`src/rtl/win_pkg.sv`:
```
package win_pkg;
    localparam int PAGE_W = 12;
    localparam int OFF_W  = 14;
    localparam int IOA_W  = 16;
    localparam int PG_SH  = 12;
    localparam int HADR_W = PAGE_W + PG_SH;
    localparam int CADR_W = OFF_W + PG_SH;

    typedef enum logic [1:0] {
        K_MISS = 2'd0,
        K_MEM  = 2'd1,
        K_IO   = 2'd2,
        K_PROT = 2'd3
    } kind_e;

    typedef struct packed {
        logic              wide;
        logic              zws;
        logic [1:0]        waitc;
        logic              wp;
        logic              attr;
        logic [PAGE_W-1:0] lo;
        logic [PAGE_W-1:0] hi;
        logic [OFF_W-1:0]  off;
    } mwin_t;

    typedef struct packed {
        logic             wide;
        logic [IOA_W-1:0] lo;
        logic [IOA_W-1:0] hi;
    } iowin_t;
endpackage

```
`src/rtl/win_regs.sv`:
```
module win_regs
    import win_pkg::*;
#(
    parameter int N_MEM = 5,
    parameter int N_IO  = 2,
    parameter int SEL_W = 5
) (
    input  logic                      clk,
    input  logic                      rst_n,
    input  logic                      cfg_we,
    input  logic [SEL_W-1:0]          cfg_sel,
    input  logic [15:0]               cfg_wdata,
    output mwin_t  [N_MEM-1:0]        mw,
    output iowin_t [N_IO-1:0]         iw,
    output logic   [N_MEM-1:0]        mem_en,
    output logic   [N_IO-1:0]         io_en
);
    localparam int IO_BASE = 3 * N_MEM;
    localparam int CTL_IDX = IO_BASE + 2 * N_IO;
    localparam int EN_IDX  = CTL_IDX + 1;

    always_ff @(posedge clk) begin
        if (!rst_n) begin
            mw     <= '0;
            iw     <= '0;
            mem_en <= '0;
            io_en  <= '0;
        end else if (cfg_we) begin
            for (int i = 0; i < N_MEM; i++) begin
                if (cfg_sel == SEL_W'(3 * i)) begin
                    mw[i].wide <= cfg_wdata[15];
                    mw[i].zws  <= cfg_wdata[14];
                    mw[i].lo   <= cfg_wdata[PAGE_W-1:0];
                end
                if (cfg_sel == SEL_W'(3 * i + 1)) begin
                    mw[i].waitc <= cfg_wdata[15:14];
                    mw[i].hi    <= cfg_wdata[PAGE_W-1:0];
                end
                if (cfg_sel == SEL_W'(3 * i + 2)) begin
                    mw[i].wp   <= cfg_wdata[15];
                    mw[i].attr <= cfg_wdata[14];
                    mw[i].off  <= cfg_wdata[OFF_W-1:0];
                end
            end
            for (int j = 0; j < N_IO; j++) begin
                if (cfg_sel == SEL_W'(IO_BASE + 2 * j))
                    iw[j].lo <= cfg_wdata;
                if (cfg_sel == SEL_W'(IO_BASE + 2 * j + 1))
                    iw[j].hi <= cfg_wdata;
                if (cfg_sel == SEL_W'(CTL_IDX))
                    iw[j].wide <= cfg_wdata[j];
            end
            if (cfg_sel == SEL_W'(EN_IDX)) begin
                mem_en <= cfg_wdata[N_MEM-1:0];
                io_en  <= cfg_wdata[N_MEM+N_IO-1:N_MEM];
            end
        end
    end
endmodule

```
`src/rtl/win_match.sv`:
```
module win_match
    import win_pkg::*;
#(
    parameter int N_MEM = 5,
    parameter int N_IO  = 2
) (
    input  mwin_t  [N_MEM-1:0] mw,
    input  iowin_t [N_IO-1:0]  iw,
    input  logic   [N_MEM-1:0] mem_en,
    input  logic   [N_IO-1:0]  io_en,
    input  logic               req_io,
    input  logic [HADR_W-1:0]  req_addr,
    output logic [N_MEM-1:0]   mem_hits,
    output logic [N_IO-1:0]    io_hits
);
    logic [PAGE_W-1:0] page;
    logic [IOA_W-1:0]  ioa;

    assign page = req_addr[HADR_W-1:PG_SH];
    assign ioa  = req_addr[IOA_W-1:0];

    for (genvar i = 0; i < N_MEM; i++) begin : g_mem
        assign mem_hits[i] = mem_en[i] && !req_io &&
                             (page >= mw[i].lo) && (page <= mw[i].hi);
    end

    for (genvar j = 0; j < N_IO; j++) begin : g_io
        assign io_hits[j] = io_en[j] && req_io &&
                            (ioa >= iw[j].lo) && (ioa <= iw[j].hi);
    end
endmodule

```
`src/rtl/win_pick.sv`:
```
module win_pick #(
    parameter int N  = 5,
    parameter int IW = 3
) (
    input  logic [N-1:0]  hits,
    output logic          found,
    output logic [IW-1:0] idx
);
    always_comb begin
        found = |hits;
        idx   = '0;
        for (int i = N - 1; i >= 0; i--) begin
            if (hits[i]) idx = IW'(i);
        end
    end
endmodule

```
`src/rtl/win_decoder.sv`:
```
module win_decoder
    import win_pkg::*;
#(
    parameter int N_MEM = 5,
    parameter int N_IO  = 2,
    localparam int WIN_W = $clog2((N_MEM > N_IO) ? N_MEM : N_IO),
    localparam int SEL_W = $clog2(3 * N_MEM + 2 * N_IO + 2)
) (
    input  logic              clk,
    input  logic              rst_n,
    input  logic              cfg_we,
    input  logic [SEL_W-1:0]  cfg_sel,
    input  logic [15:0]       cfg_wdata,
    input  logic              req_valid,
    input  logic              req_io,
    input  logic              req_write,
    input  logic [HADR_W-1:0] req_addr,
    output logic              out_valid,
    output logic [1:0]        out_kind,
    output logic [WIN_W-1:0]  out_win,
    output logic [CADR_W-1:0] out_card_addr,
    output logic              out_wide,
    output logic              out_zws,
    output logic [1:0]        out_wait,
    output logic              out_attr
);
    mwin_t  [N_MEM-1:0] mw;
    iowin_t [N_IO-1:0]  iw;
    logic   [N_MEM-1:0] mem_en, mem_hits;
    logic   [N_IO-1:0]  io_en, io_hits;
    logic               m_found, i_found;
    logic [WIN_W-1:0]   m_idx, i_idx;

    win_regs #(.N_MEM(N_MEM), .N_IO(N_IO), .SEL_W(SEL_W)) u_regs (
        .clk(clk), .rst_n(rst_n), .cfg_we(cfg_we), .cfg_sel(cfg_sel),
        .cfg_wdata(cfg_wdata), .mw(mw), .iw(iw), .mem_en(mem_en), .io_en(io_en)
    );

    win_match #(.N_MEM(N_MEM), .N_IO(N_IO)) u_match (
        .mw(mw), .iw(iw), .mem_en(mem_en), .io_en(io_en), .req_io(req_io),
        .req_addr(req_addr), .mem_hits(mem_hits), .io_hits(io_hits)
    );

    win_pick #(.N(N_MEM), .IW(WIN_W)) u_pick_mem (
        .hits(mem_hits), .found(m_found), .idx(m_idx)
    );

    win_pick #(.N(N_IO), .IW(WIN_W)) u_pick_io (
        .hits(io_hits), .found(i_found), .idx(i_idx)
    );

    // next-result computation
    kind_e             n_kind;
    logic [WIN_W-1:0]  n_win;
    logic [CADR_W-1:0] n_addr;
    logic              n_wide, n_zws, n_attr;
    logic [1:0]        n_wait;
    mwin_t             sel_m;
    iowin_t            sel_i;
    logic [OFF_W-1:0]  card_page;

    assign sel_m     = mw[m_idx];
    assign sel_i     = iw[i_idx];
    assign card_page = OFF_W'(req_addr[HADR_W-1:PG_SH]) + sel_m.off;

    always_comb begin
        n_kind = K_MISS;
        n_win  = '0;
        n_addr = '0;
        n_wide = 1'b0;
        n_zws  = 1'b0;
        n_wait = 2'b00;
        n_attr = 1'b0;
        if (req_valid) begin
            unique case ({m_found, i_found})
                2'b10, 2'b11: begin
                    n_win = m_idx;
                    if (req_write && sel_m.wp) begin
                        n_kind = K_PROT;
                    end else begin
                        n_kind = K_MEM;
                        n_addr = {card_page, req_addr[PG_SH-1:0]};
                        n_wide = sel_m.wide;
                        n_zws  = sel_m.zws;
                        n_wait = sel_m.waitc;
                        n_attr = sel_m.attr;
                    end
                end
                2'b01: begin
                    n_kind = K_IO;
                    n_win  = i_idx;
                    n_addr = CADR_W'(req_addr[IOA_W-1:0]);
                    n_wide = sel_i.wide;
                end
                default: ;
            endcase
        end
    end

    always_ff @(posedge clk) begin
        if (!rst_n) begin
            out_valid     <= 1'b0;
            out_kind      <= K_MISS;
            out_win       <= '0;
            out_card_addr <= '0;
            out_wide      <= 1'b0;
            out_zws       <= 1'b0;
            out_wait      <= 2'b00;
            out_attr      <= 1'b0;
        end else begin
            out_valid     <= req_valid;
            out_kind      <= n_kind;
            out_win       <= n_win;
            out_card_addr <= n_addr;
            out_wide      <= n_wide;
            out_zws       <= n_zws;
            out_wait      <= n_wait;
            out_attr      <= n_attr;
        end
    end
endmodule

```
`config.mk`:
```
export PLATFORM = sky130hd
export DESIGN_NAME = win_decoder
export DESIGN_NICKNAME = d
export VERILOG_FILES = /design/src/rtl/win_pkg.sv /design/src/rtl/win_regs.sv /design/src/rtl/win_match.sv /design/src/rtl/win_pick.sv /design/src/rtl/win_decoder.sv
export SDC_FILE = /design/constraint.sdc
export NUM_CORES = 1
export LEC_CHECK = 0
export BUFFER_PORTS_ARGS = -buffer_cell sky130_fd_sc_hd__buf_2
export CORE_UTILIZATION = 62
export CTS_CLUSTER_DIAMETER = 200
export DETAILED_ROUTE_END_ITERATION = 8
export GPL_TIMING_DRIVEN = 0
export PLACE_DENSITY = 0.86
export SETUP_SLACK_MARGIN = 0.05
export SYNTH_ARGS = -nofsm -noshare
export SYNTH_HDL_FRONTEND = slang
export SYNTH_SLANG_ARGS = --single-unit
export TNS_END_PERCENT = 30
```
`constraint.sdc`:
```
create_clock -name clk -period 7.19 [get_ports clk]
set_input_delay 0.3595 -clock clk [delete_from_list [all_inputs] [get_ports clk]]
set_output_delay 0.3595 -clock clk [all_outputs]
set_load 0.05 [all_outputs]
```
After elaboration in Yosys (flattened, before gate mapping)
Cells that the tools add are included.
- reductions and logical operators: 50
- muxes and demuxes: 18
- order comparisons: 16
- eq/ne operators: 23
- bitwise logic cells: 3
- add/sub/neg operators: 1
- operator list (operator ; number):
    binary-select mux 44 bit (select 3 bit) ; 1
    2-to-1 mux 33 bit ; 2
    greater-or-equal comparator 12 bit ; 5
    less-or-equal comparator 12 bit ; 5
    one-hot mux 26 bit (2 select lines) ; 1
    2-to-1 mux 44 bit ; 1
    AND reduction 2 bit ; 22
    == test 5 x 4 -> 1 bit, second input constant ; 8
    greater-or-equal comparator 16 bit ; 2
    less-or-equal comparator 16 bit ; 2
    2-to-1 mux 26 bit ; 1
    == test 5 bit, second input constant ; 5
    logical AND 1 bit ; 22
    == test 5 x 3 -> 1 bit, second input constant ; 4
    2-to-1 mux 3 bit ; 5
    adder 12 x 14 -> 14 bit ; 1
    == test 5 x 2 -> 1 bit, second input constant ; 2
    one-hot mux 3 bit (2 select lines) ; 1
    == test 5 x 1 -> 1 bit, second input constant ; 1
    zero test 5 bit ; 1
    OR reduction 5 bit ; 1
    == test 2 bit, second input constant ; 2
    less-than comparator 3 x 4 -> 1 bit, second input constant ; 1
    one-hot mux 2 bit (2 select lines) ; 1
    9 further kinds ; 14
- logic and storage cells: 167
- register bits: 330

Logic depth before layout (Yosys ltp)
Gate-level depths: netlist of run 1.
- depth after elaboration: 14
- gate-level depth with buffers: 25
- gate-level depth less buffers: 24

Cells and area by module
From an unflattened synthesis of run 1, not the netlist that was laid out.
- cells, all modules: 1914
- area total of the unflattened synthesis: 17589.4 um^2
- by module, submodules not included (module ; cells an instance ; area each (um^2) ; instances ; sequential area each (um^2)):
    win_regs ; 1009 ; 10620.2 ; 1 ; 5865.6
    win_match ; 618 ; 4513.1 ; 1 ; 0.0
    win_decoder ; 274 ; 2376.0 ; 1 ; 740.7
    win_pick (u_pick_mem) ; 8 ; 48.8 ; 1 ; 0.0
    win_pick (u_pick_io) ; 5 ; 31.3 ; 1 ; 0.0

Worst setup path before layout of run 1
OpenSTA, ideal clock, no wires.
- kind: input -> register
- start point: input port req_addr[17]
- end point: register out_card_addr[25]
- path buffers: 2
- data arrival time: 5.208 ns
- data required time: 7.067 ns
- slack: 1.859 ns
- cell stages on the path: 23
- path through: ha_1 -> a211oi_2 -> nor2_1 -> a2111oi_2 -> a21oi_1 -> o311a_4 -> nor4_4 -> and2_1 -> clkbuf_1 -> clkbuf_1 -> nand2_1 -> o21ai_0 -> ha_1 -> a21o_1 -> a21oi_1 -> o21ai_0 -> o41ai_1 -> o21ai_0 -> o21ai_0 -> nand2b_1 -> a21o_1 -> a211oi_1 -> nor3b_1
- longest elaborated chain between the ends: 13
- ends and longest elaborated chain (item ; RTL line ; source):
    from (decl) ; win_decoder.sv:17 ; input logic [HADR_W-1:0] req_addr,
    greater-or-equal comparator 12 bit ; win_match.sv:24 ; (page >= mw[i].lo) && (page <= mw[i].hi);
    logical AND 1 bit ; win_match.sv:23 ; assign mem_hits[i] = mem_en[i] && !req_io &&
    logical AND 1 bit ; win_match.sv:24 ;
    2-to-1 mux 3 bit (5 in series) ; win_pick.sv:13 ; if (hits[i]) idx = IW'(i);
    binary-select mux 44 bit (select 3 bit) ; win_decoder.sv:62 ; assign sel_m = mw[m_idx];
    2-to-1 mux 44 bit (implied by the code) ; win_decoder.sv:62 ;
    adder 12 x 14 -> 14 bit / logical AND 1 bit (equally long branches) ; win_decoder.sv:64, win_decoder.sv:78 ;
    2-to-1 mux 26 bit ; win_decoder.sv:78 ; if (req_write && sel_m.wp) begin
    one-hot mux 26 bit (2 select lines) * ; win_decoder.sv:75 ; unique case ({m_found, i_found})
    to (signal assigned) ; win_decoder.sv:114 ; out_card_addr <= n_addr;
    to (decl) ; win_decoder.sv:21 ; output logic [CADR_W-1:0] out_card_addr,
Mark *: on every way between the ends. The rest lies on a longest branch, timed or not. The select of a mux whose other input is x is not followed.
A chain may end at the register's enable or synchronous reset.

Worst setup path in the final report of run 1
- start point: input port req_addr[12]
- end point: register out_card_addr[25]
The elaborated chain is that of the path after synthesis.

==> reports/results.ini, run 1 <==
[clocking]
cts_made_buffers=36
hold_buffers=0
clock_path_buffers=3
clock_sinks=330
clk_latency_ns=0.54
cts_tree=built
post_cts_buffers=0
clk_pin_slew_ns=0.06
cts.htree.levels=2
clock-root-buffer=clkbuf_16

[yosys]
synth_top_family_by_area=compound AO/OA/AOI/OAI gates
synth-edff-count=0
ys_ff_latch=330
synthMuxAreaShare_pct=3.80
synthSimpleGateAreaFrac_pct=19.4
synthXorXnorAreaFrac_pct=0.437
syn_avg_cell_area_sq_um=8.12
synthTopCellsByArea=dfxtp_1, ha_1, nand2_1
synth_largest_area_cell=dfxtp_1
synth.distinct_cells=68
synth_nets=2473
synth_compound_area_share_pct=19.8
netlist_instances=2223
synth_ff_type=dfxtp_1
synthAdderAreaFrac_pct=13.8
synth_area_sq_um=18100
yosysTopAreaCellShare_pct=36.6
yosysSeqAreaShare_pct=36.6
synthArstFlopShare_pct=0
yosysWarnings=0

[finish]
final_common_cell=nand2_1
drive_above_1_share_pct=6.78
fin_nets=2584
syn_to_final_growth_pct=10.9
nFillCells=2271
final_util_pct=69.8
final_cell_mix=nand2_1, dfxtp_1, a21boi_0, ha_1, inv_1

[place]
dp_hpwl_um=38100
gp_congestion=0.974
dpl_worst_slack_ns=-0.0838
port_buffers=73

[drt]
drt_pre_antenna_iters=5
drt-initial-drc-count=1498
remaining_drc_errors=0
num_vias=16500
wl_per_cell_um=19.6
ant_nets=0
routed_via_density=6.01
routed_wl_um=53700

[setup_path]
rrSetupSlack_ns=0.44
crit_top_cell=o21ai_0
slowest_delay_ns=0.58
cp_slowest_cell=inv_1
cp-endpoint=out_card_addr[25]
crit_path_end_kind=flop
worstSetupPathType=in -> reg
arrival_ns=7.18
reg2reg_depth=23
r2r_end=out_card_addr[25]
cp.required_ns=7.58
r2r_start=u_regs.mw[112]
critPathLaunchType=input port
cp-startpoint=req_addr[12]
worstPathCellList=buf_2, inv_1, ha_1, nor2b_1, o211ai_1, a211oi_1, o31ai_1, o311ai_1, a211oi_2, buf_2, mux2_2, o21ai_0, o21ai_0, ha_1, a21o_1, a21oi_1, o21ai_0, o41ai_1, o21ai_0, o21ai_0, nand2b_1, a21o_1, o211ai_1, nor3b_1
critPathMaxFanout=10

[global_route]
grt_max_degree=18
grt_pass1_wl_um=83300
antenna_found_initial=3
grt_use_total_pct=35.3
grt_overflow=0
grt_pass1_vias=16100

[timing]
setup_ws_ns=0.405
clock_skew_ns=0.0267
fin_crit_sh_pct=94.4
slew_viol_final=0
post-route-min-period_ns=6.79
finalHoldViolCount=0
setup_viol=0
worst_slew_margin_rel_pct=18.1
clock.fmax_ghz=0.147
rsz0062_at_grt=false
tightest_slew_ns=1.22
setup_tns_ns=0

[die]
rows=62
die_h_um=173
die_w_um=173
core-area_sq_um=28700
die_area_sq_um=29800
initial_utilization_pct=62.9
io_pins=88

[flow_run]
max-cap-violations=0

[power_and_ir_drop]
peakVddDrop_mv=0.187
p_leak_uw=0.00749
p_per_area_nw_per_um2=199

[worst_hold_path]
hp-start=req_addr[0]
hold_path_class=in -> reg

[run_status]
status=completed

==> cell type report <==
class | instances | area [sq um] | area share (%)
clock inverter | 11 | 90.1 | 0.450
sequential | 330 | 6610 | 33.0
buffer | 113 | 437 | 2.18
antenna | 2 | 5.00 | 0.0250
tap | 384 | 480 | 2.40
inverter | 182 | 683 | 3.41
timing repair buffer | 73 | 365 | 1.82
multi-input combinational | 1598 | 10300 | 51.6
clock buffer | 52 | 1020 | 5.11
==> through the flow <==
| stage | instance area [sq um] | power [uW] | instances | hold WS, ns |
|---|---|---|---|---|
| after floorplan | 18100 | 2090 | 2223 | 0.431 |
| final | 20000 | 3990 | 2745 | 0.0566 |
| after CTS | 20000 | 3980 | 2743 | 0.0418 |
| after detailed placement | 18900 | 2230 | 2680 | 0.453 |
| after global placement | 18900 | 2220 | 2680 | 0.447 |
| after global routing | 20000 | 4090 | 2744 | 0.0521 |
==> state kept, by name, indices dropped and copies added, names as in the netlist <==
name,count
u_regs.mw,220
u_regs.iw,66
out_card_addr,26
u_regs.mem_en,5
out_win,3
out_kind,2
out_wait,2
u_regs.io_en,2
out_attr,1
out_valid,1
out_wide,1
out_zws,1
==> synthesized netlist by cell type (all sizes together) (2+ instances only) <==
cell type and n:
dfxtp 330, a21boi 261, buf 6, nand3 29, nor4 5, nor2b 54
a31oi 4, clkbuf 107, a21o 35, a311oi 2, or3 3, nand2 597
a22o 5, ha 198, inv 182, xor2 4, nand2b 12, o41ai 3
o22ai 3, nand4 26, o211a 3, o31ai 6, and2 19, mux2i 55
o22a 2, and3 7, o21a 17, a31o 2, a211oi 13, a21oi 59
o211ai 6, o21ai 59, nor2 53, nor3 13, o221ai 2, mux2 12
a2111oi 5, xnor2 5, o311ai 2
==> worst max-delay path, delay by kind of cell <==
kind,cells,cell delay [ns]
buffers and inverters,3,1.13
AO/OA/AOI/OAI,15,4.18
adder cells (fa/ha/maj),2,0.61
multiplexers,1,0.37
AND/OR/NAND/NOR,3,0.51
==> how the worst min path moves through the flow <==
stage	to	slack (ns)	cells after the start
after global placement	u_regs.mw[189]	0.45	2
after floorplan	out_wait[0]	0.43	2
after CTS	out_card_addr[0]	0.04	2
final	out_card_addr[0]	0.06	2
after detailed placement	u_regs.mw[135]	0.45	2
after global routing	out_card_addr[0]	0.05	2
==> repair_timing <==
| action | 4_1_cts | 5_1_grt |
|---|---|---|
| endpoints found under the setup margin | 0 | 1 |
| endpoints found under the hold margin | 0 | 0 |
| resized for setup | 0 | 1 |
==> per-layer routing <==
metal,GRT usage (%),wire [um]
met1,42.5,20900
met2,59.6,24900
met3,6.35,4860
met4,19.6,3080
met5,0,0
==> report_power, final <==
part | total (uW) | switching [uW] | internal, uW
clock network | 1780 | 757 | 1030
logic | 361 | 237 | 124
registers | 1850 | 6.48 | 1840
total | 3990 | 1000 | 2990
==> kinds of logic after synthesis <==
group | count (synthesis)
adder cells (fa/ha/maj) | 199
multiplexers | 67
XOR/XNOR | 9
AND/OR/NAND/NOR | 822
flip-flops | 330
buffers and inverters | 295
AO/OA/AOI/OAI | 501
No activity file was read; power rests on OpenSTA's default activity.
==> inputs of run 2 (changes only) <==
- SYNTH_HIERARCHICAL: not set -> 1
==> reports/results.ini, run 2 <==
[global_route]
grt_use_total_pct=34.7  ; -0.61 points
grt_pass1_vias=14600  ; -9.4%
antenna_found_initial=6  ; +3
grt_max_degree=18  ; unchanged
grt_pass1_wl_um=77300  ; -7.3%
grt_overflow=0  ; unchanged

[finish]
fin_nets=2284  ; -12%
largest_reg_flops=220  ; unchanged
nFillCells=2007  ; -12%
regArea_sq_um=6610  ; unchanged
multiInputGateArea_sq_um=9790  ; -5.3%
biggestRegsByFlops=u_regs/mw (220), u_regs/iw (66), out_card_addr (26)
final_cell_mix=nand2_1, dfxtp_1, mux2i_1, ha_1, inv_1
top_register=u_regs/mw
drive_above_1_share_pct=9.77  ; +3.0 points
final_cell_count_no_fill=2441  ; -11%
syn_to_final_growth_pct=11.3
final_common_cell=nand2_1

[run_status]
status=completed

[timing]
worst_slew_margin_rel_pct=20.4  ; +2.3 points
fin_crit_sh_pct=91.2  ; -3.2 points
setup_viol=0  ; unchanged
rsz0062_at_grt=false
finalHoldViolCount=0  ; unchanged
post-route-min-period_ns=6.56  ; -0.228 ns
tightest_slew_ns=1.19  ; -0.0265 ns
clock.fmax_ghz=0.153  ; +3.5%
slew_viol_final=0  ; unchanged
setup_tns_ns=0  ; unchanged
clock_skew_ns=0.00761  ; -0.0191 ns

[setup_path]
r2r_start=u_regs/mw[70]
arrival_ns=6.96  ; -0.22 ns
worstSetupPathType=in -> reg
rrSetupSlack_ns=0.96  ; +0.52 ns
cp-endpoint=out_card_addr[25]
critPathMaxFanout=10  ; unchanged
crit_path_end_kind=flop
critPathLaunchType=input port
cp-startpoint=req_addr[12]
cp.required_ns=7.59  ; about the same
r2r_end=out_card_addr[25]
reg2reg_depth=19  ; -17%

[yosys]
synthAdderAreaFrac_pct=14.1  ; +0.22 points
synth_top_family_by_area=multiplexers
synth_compound_area_share_pct=7.13  ; -13 points
synth_ff_type=dfxtp_1
synthXorXnorAreaFrac_pct=0.349  ; -0.088 points
synth.distinct_cells=64  ; -5.9%
synthTopCellsByCount=nand2_1, dfxtp_1, mux2i_1
ys_ff_latch=330  ; unchanged
yosysTopAreaCellShare_pct=37.6  ; +0.97 points
synthTopCellsByArea=dfxtp_1, mux2i_1, ha_1
netlist_instances=1914  ; -14%
synthSimpleGateAreaFrac_pct=14.9  ; -4.5 points
synth-edff-count=0  ; unchanged
synthArstFlopShare_pct=0  ; unchanged
syn_avg_cell_area_sq_um=9.19  ; +13%
synth_largest_area_cell=dfxtp_1
synthMuxAreaShare_pct=19.2  ; +15 points
yosysSeqAreaShare_pct=37.6  ; +0.97 points
synth_area_sq_um=17600  ; -2.6%
yosysMostFrequentCell=nand2_1
yosysWarnings=6  ; +6

[die]
die_h_um=170  ; -1.3%
io_pins=88  ; unchanged
initial_utilization_pct=63.1  ; +0.24 points
die_area_sq_um=29000  ; -2.5%
core-area_sq_um=27900  ; -2.9%
rows=61  ; -1.6%
die_w_um=170  ; -1.3%

[drt]
num_vias=14700  ; -11%
drt_pre_antenna_iters=6  ; +1
remaining_drc_errors=0  ; unchanged
ant_nets=0  ; unchanged
drt-initial-drc-count=1389  ; -7.3%
wl_per_cell_um=20.7  ; +5.6%
routed_wl_um=50400  ; -6.1%
routed_via_density=6.04  ; +0.54%

[clocking]
ctsResizeCount=0  ; unchanged
cts.htree.levels=2  ; unchanged
clock-root-buffer=clkbuf_16
clock_sinks=330  ; unchanged
clk_latency_ns=0.52  ; -0.02 ns
cts_made_buffers=35  ; -2.8%
clk_pin_slew_ns=0.06  ; about the same
clock_path_buffers=3  ; unchanged
cts_tree=built
hold_buffers=0  ; unchanged
post_cts_buffers=0  ; unchanged

[place]
port_buffers=85  ; +16%
gp_congestion=0.927  ; -4.8%
dp_cells=2378  ; -11%
dp_hpwl_um=35600  ; -6.5%

[worst_hold_path]
hold_path_class=in -> reg

[power_and_ir_drop]
peakVddDrop_mv=0.132  ; -29%
p_per_area_nw_per_um2=200  ; +0.35%
p_leak_uw=0.00859  ; +15%
power_uw=3910  ; -1.9%

[flow_run]
max-cap-violations=0  ; unchanged

run 2: changes by cell type after synthesis, moves of 10 or more:
cell      previous run  this run
mux2i_1             55       320
a21boi_0           261         0
nand2_1            596       355
clkbuf_1           106        58
nor2b_1             54        19
o21ai_0             59        24
a21oi_1             56        84
a21o_1              35        18
buf_4                0        16
o21a_1              17         5
mux2_2              12         1
buf_2                3        13
nor2_1              53        43
run 2: cell type report:
class	count	area share, %
Buffer	98	2.54
Tap cell	378	2.42
Multi-Input combinational cell	1300	50.0
Antenna cell	5	0.0639
Clock inverter	12	0.454
Sequential cell	330	33.8
Inverter	186	3.57
Timing Repair Buffer	85	2.17
Clock buffer	47	5.01
run 2: critical path, stage by stage:
cell	delay, ns
buf_2	0.19
inv_1	0.52
ha_1	0.35
nand2b_1	0.15
a2111oi_0	0.46
nor4_1	0.10
a2111oi_0	0.73
nor4b_1	0.23
nor3_1	0.86
clkbuf_1	0.60
mux4_2	0.41
nand2_1	0.07
and2_1	0.22
inv_1	0.07
ha_1	0.27
a21oi_1	0.20
nand4b_1	0.18
a2111o_1	0.20
a21oi_1	0.08
o31ai_1	0.33
mux2_2	0.37
run 2: metal layers:
metal	up-vias	global-route usage, %	share of wire (%)
li1	6800	-	-
met1	6959	41.8	39
met2	759	58.8	46
met3	218	6.88	9.1
met4	4	17.4	5.1
met5	-	0	0.054
run 2: how the worst min path moves through the flow:
| stage | startpoint | to | slack [ns] | cells past startpoint |
|---|---|---|---|---|
| after CTS | req_addr[0] | out_card_addr[0] | 0.08 | 2 |
| after floorplan | u_regs/mem_en[0] | u_regs/mem_en[0] | 0.43 | 2 |
| after global routing | req_addr[0] | out_card_addr[0] | 0.08 | 2 |
| after global placement | u_regs/mem_en[2] | u_regs/mem_en[2] | 0.44 | 2 |
| after detailed placement | u_regs/mw[78] | u_regs/mw[78] | 0.45 | 2 |
| final | req_addr[0] | out_card_addr[0] | 0.09 | 2 |
run 2: power breakdown:
group	switching (uW)	total, uW	internal [uW]
Combinational	238	347	109
Clock	730	1720	991
Sequential	6.74	1850	1840
Total	974	3910	2940
run 2: stage by stage:
step / hold WS [ns] / utilization, % / setup WS, ns / area, sq um
6_report: 0.0925 / 70.2 / 0.633 / 19600
5_1_grt: 0.0843 / 70.2 / 0.373 / 19600
4_1_cts: 0.0821 / 70.2 / 0.387 / 19600
3_5_place_dp: 0.449 / 66.4 / -0.143 / 18500
3_3_place_gp: 0.437 / 66.4 / -0.0748 / 18500
2_1_floorplan: 0.430 / - / 2.05 / 17600
run 2: logic make-up (layout without fill, tap and decap cells):
logic type / Yosys count / in the layout
buf+inv: 285 / 428
fa+ha+maj: 197 / 197
flops: 330 / 330
compound gates: 199 / 199
mux: 328 / 328
simple gates: 567 / 567
other cells: 1 / 7
xor+xnor: 7 / 7
==> inputs of run 3 (changes only) <==
- BUFFER_PORTS_ARGS: -buffer_cell sky130_fd_sc_hd__buf_2 -> not set
- CORE_UTILIZATION: 62 -> 55
- CTS_BUF_LIST: not set -> sky130_fd_sc_hd__clkbuf_4
- DONT_BUFFER_PORTS: not set -> 1
- PLACE_DENSITY: 0.86 -> 0.76
==> reports/results.ini, run 3 (same netlist as run 2, synthesis figures left out) <==
[place]
port_buffers=0  ; -100%
gp_congestion=0.897  ; -3.2%
placed_area_sq_um=18100  ; -2.1%
dp_hpwl_um=34900  ; -2.1%
dp_cells=2317  ; -2.6%

[setup_path]
arrival_ns=7.32  ; +0.36 ns
cp_slowest_cell=a2111oi_0
critPathLaunchType=flop
cp-startpoint=u_regs/mw[70]
critPathMaxFanout=10  ; unchanged
worstPathCellList=ha_1, nand2b_1, a2111oi_0, nor4_1, a2111oi_0, nor4b_1, nor4_2, and2_1, buf_2, buf_2, clkbuf_1, mux2i_1, nor2_1, a21oi_1, o22ai_1, ha_1, inv_1, fa_1, nand2b_1, a211oi_1, o221ai_1, a31oi_1, xnor2_1, nor2_1
rrSetupSlack_ns=0.48  ; -0.48 ns
reg2reg_depth=24  ; +5
critPathTopFamily=compound AO/OA/AOI/OAI gates
slowest_delay_ns=0.80  ; -0.06 ns
worst-path-stages=24  ; +14%
cp_num_buf_inv=4  ; unchanged
r2r_end=out_card_addr[24]
cp-endpoint=out_card_addr[24]
crit_path_end_kind=flop
worstSetupPathType=reg -> reg
cp.required_ns=7.80  ; +0.21 ns
r2r_start=u_regs/mw[70]

[die]
rows=65  ; +6.6%
core-area_sq_um=31500  ; +13%
die_h_um=181  ; +6.1%
initial_utilization_pct=55.9  ; -7.3 points
die_w_um=181  ; +6.1%
die_area_sq_um=32700  ; +13%
io_pins=88  ; unchanged

[drt]
wl_per_cell_um=20.4  ; -1.5%
num_vias=14600  ; -1.3%
routed_wl_um=50600  ; +0.40%
remaining_drc_errors=0  ; unchanged
routed_via_density=5.85  ; -3.2%
ant_nets=0  ; unchanged
drt-initial-drc-count=1244  ; -10%
drt_pre_antenna_iters=5  ; -1

[finish]
final_cell_mix=nand2_1, dfxtp_1, mux2i_1, ha_1, inv_1
finalInstanceArea_sq_um=19400  ; -0.63%
biggestRegsByFlops=u_regs/mw (220), u_regs/iw (66), out_card_addr (26)
nFillCells=2604  ; +30%
final_common_cell=nand2_1
drive_above_1_share_pct=9.26  ; -0.51 points
final_cell_count_no_fill=2488  ; +1.9%
fin_nets=2279  ; -0.22%
syn_to_final_growth_pct=10.6
largest_reg_flops=220  ; unchanged
top_register=u_regs/mw

[power_and_ir_drop]
seq_power_share_pct=49.2  ; +2.0 points
power.share.clock_pct=42.7  ; -1.3 points
p_per_area_nw_per_um2=193  ; -3.4%
p_sw_uw=968  ; -0.66%
p_leak_uw=0.00840  ; -2.2%
power_frac_comb_pct=8.1  ; -0.8 points
p_int_uw=2790  ; -5.2%
peakVddDrop_mv=0.0951  ; -28%
power_uw=3760  ; -4.0%
switching_share_pct=25.8  ; +0.87 points

[timing]
fin_crit_sh_pct=93.4  ; +2.2 points
finalHoldWorstSlack_ns=0.0506  ; -0.0420 ns
clock_skew_ns=0.0723  ; +0.0646 ns
setup_viol=0  ; unchanged
slew_viol_final=0  ; unchanged
rsz0062_at_grt=false
tightest_slew_ns=1.12  ; -0.0718 ns
finalHoldViolCount=0  ; unchanged
worst_slew_margin_rel_pct=25.2  ; +4.8 points
clock.fmax_ghz=0.149  ; -2.3%
post-route-min-period_ns=6.71  ; +0.155 ns

[clocking]
clock_sinks=330  ; unchanged
cts_tree=built
cts.htree.levels=3  ; +1
clock_path_buffers=3  ; unchanged
cts_made_buffers=84  ; +140%
clk_latency_ns=0.74  ; +0.22 ns
clk_pin_slew_ns=0.06  ; about the same
clock-root-buffer=clkbuf_4
ctsResizeCount=0  ; unchanged

[run_status]
status=completed

[global_route]
antenna_found_initial=3  ; -3
grt_use_total_pct=30.8  ; -3.9 points
grt_pass1_vias=14300  ; -1.5%
grt_overflow=0  ; unchanged
grt_max_degree=17  ; -1
grt_pass1_wl_um=77600  ; +0.38%

[flow_run]
max-cap-violations=0  ; unchanged

[worst_hold_path]
hold_path_class=in -> reg

## run 3: repair_timing
action	in CTS	in global routing
hold endpoints to repair	38	0
setup buffers	0	0
hold buffers	30	0
endpoints found under the setup margin	0	0
## run 3: per-layer routing
layer | up-vias | track usage (%) | wire [um]
li1 | 6811 | - | -
met1 | 6897 | 39.1 | 21500
met2 | 674 | 49.7 | 22700
met3 | 166 | 5.91 | 4190
met4 | 2 | 15.9 | 2260
met5 | - | 0 | 11
## run 3: stage by stage
step	setup TNS, ns	util (%)	setup slack, ns
floorplan	0	-	2.05
global placement	-0.0493	57.5	-0.0444
detailed placement	-0.0550	57.5	-0.0466
CTS	0	61.8	0.554
global route	0	61.8	0.167
finish	0	61.8	0.478
## run 3: worst min-delay path: stages
cell      delay [ns]
ha_1            0.17
a211oi_1        0.06
nor3_1          0.13
## run 3: how the worst min path moves through the flow
stage                     start                 to  slack, ns  depth (start not counted)
6_report           req_addr[16]  out_card_addr[16]       0.05                          3
5_1_grt              cfg_sel[2]     u_regs/mw[191]       0.04                          3
4_1_cts            req_addr[16]  out_card_addr[16]       0.01                          3
3_5_place_dp     u_regs/mw[142]     u_regs/mw[142]       0.45                          2
3_3_place_gp   u_regs/mem_en[4]   u_regs/mem_en[4]       0.44                          2
2_1_floorplan  u_regs/mem_en[0]   u_regs/mem_en[0]       0.43                          2
## run 3: cell type report
cell class / count / area [sq um] / share of cell area [%]
Sequential cell: 330 / 6610 / 34.0
Inverter: 186 / 698 / 3.59
Antenna cell: 1 / 2.50 / 0.0129
Timing Repair Buffer: 30 / 300 / 1.54
Multi-Input combinational cell: 1300 / 9790 / 50.3
Tap cell: 402 / 503 / 2.59
Clock buffer: 121 / 908 / 4.67
Buffer: 99 / 500 / 2.57
Clock inverter: 19 / 139 / 0.714
## run 3: power by group through the flow
stage          clock network, uW  registers [uW]  logic, uW
3_3_place_gp                   0            1890        265
2_1_floorplan                  0            1890        190
5_1_grt                     1720            1850        331
3_5_place_dp                   0            1890        279
6_report                    1600            1850        303
4_1_cts                     1630            1850        296
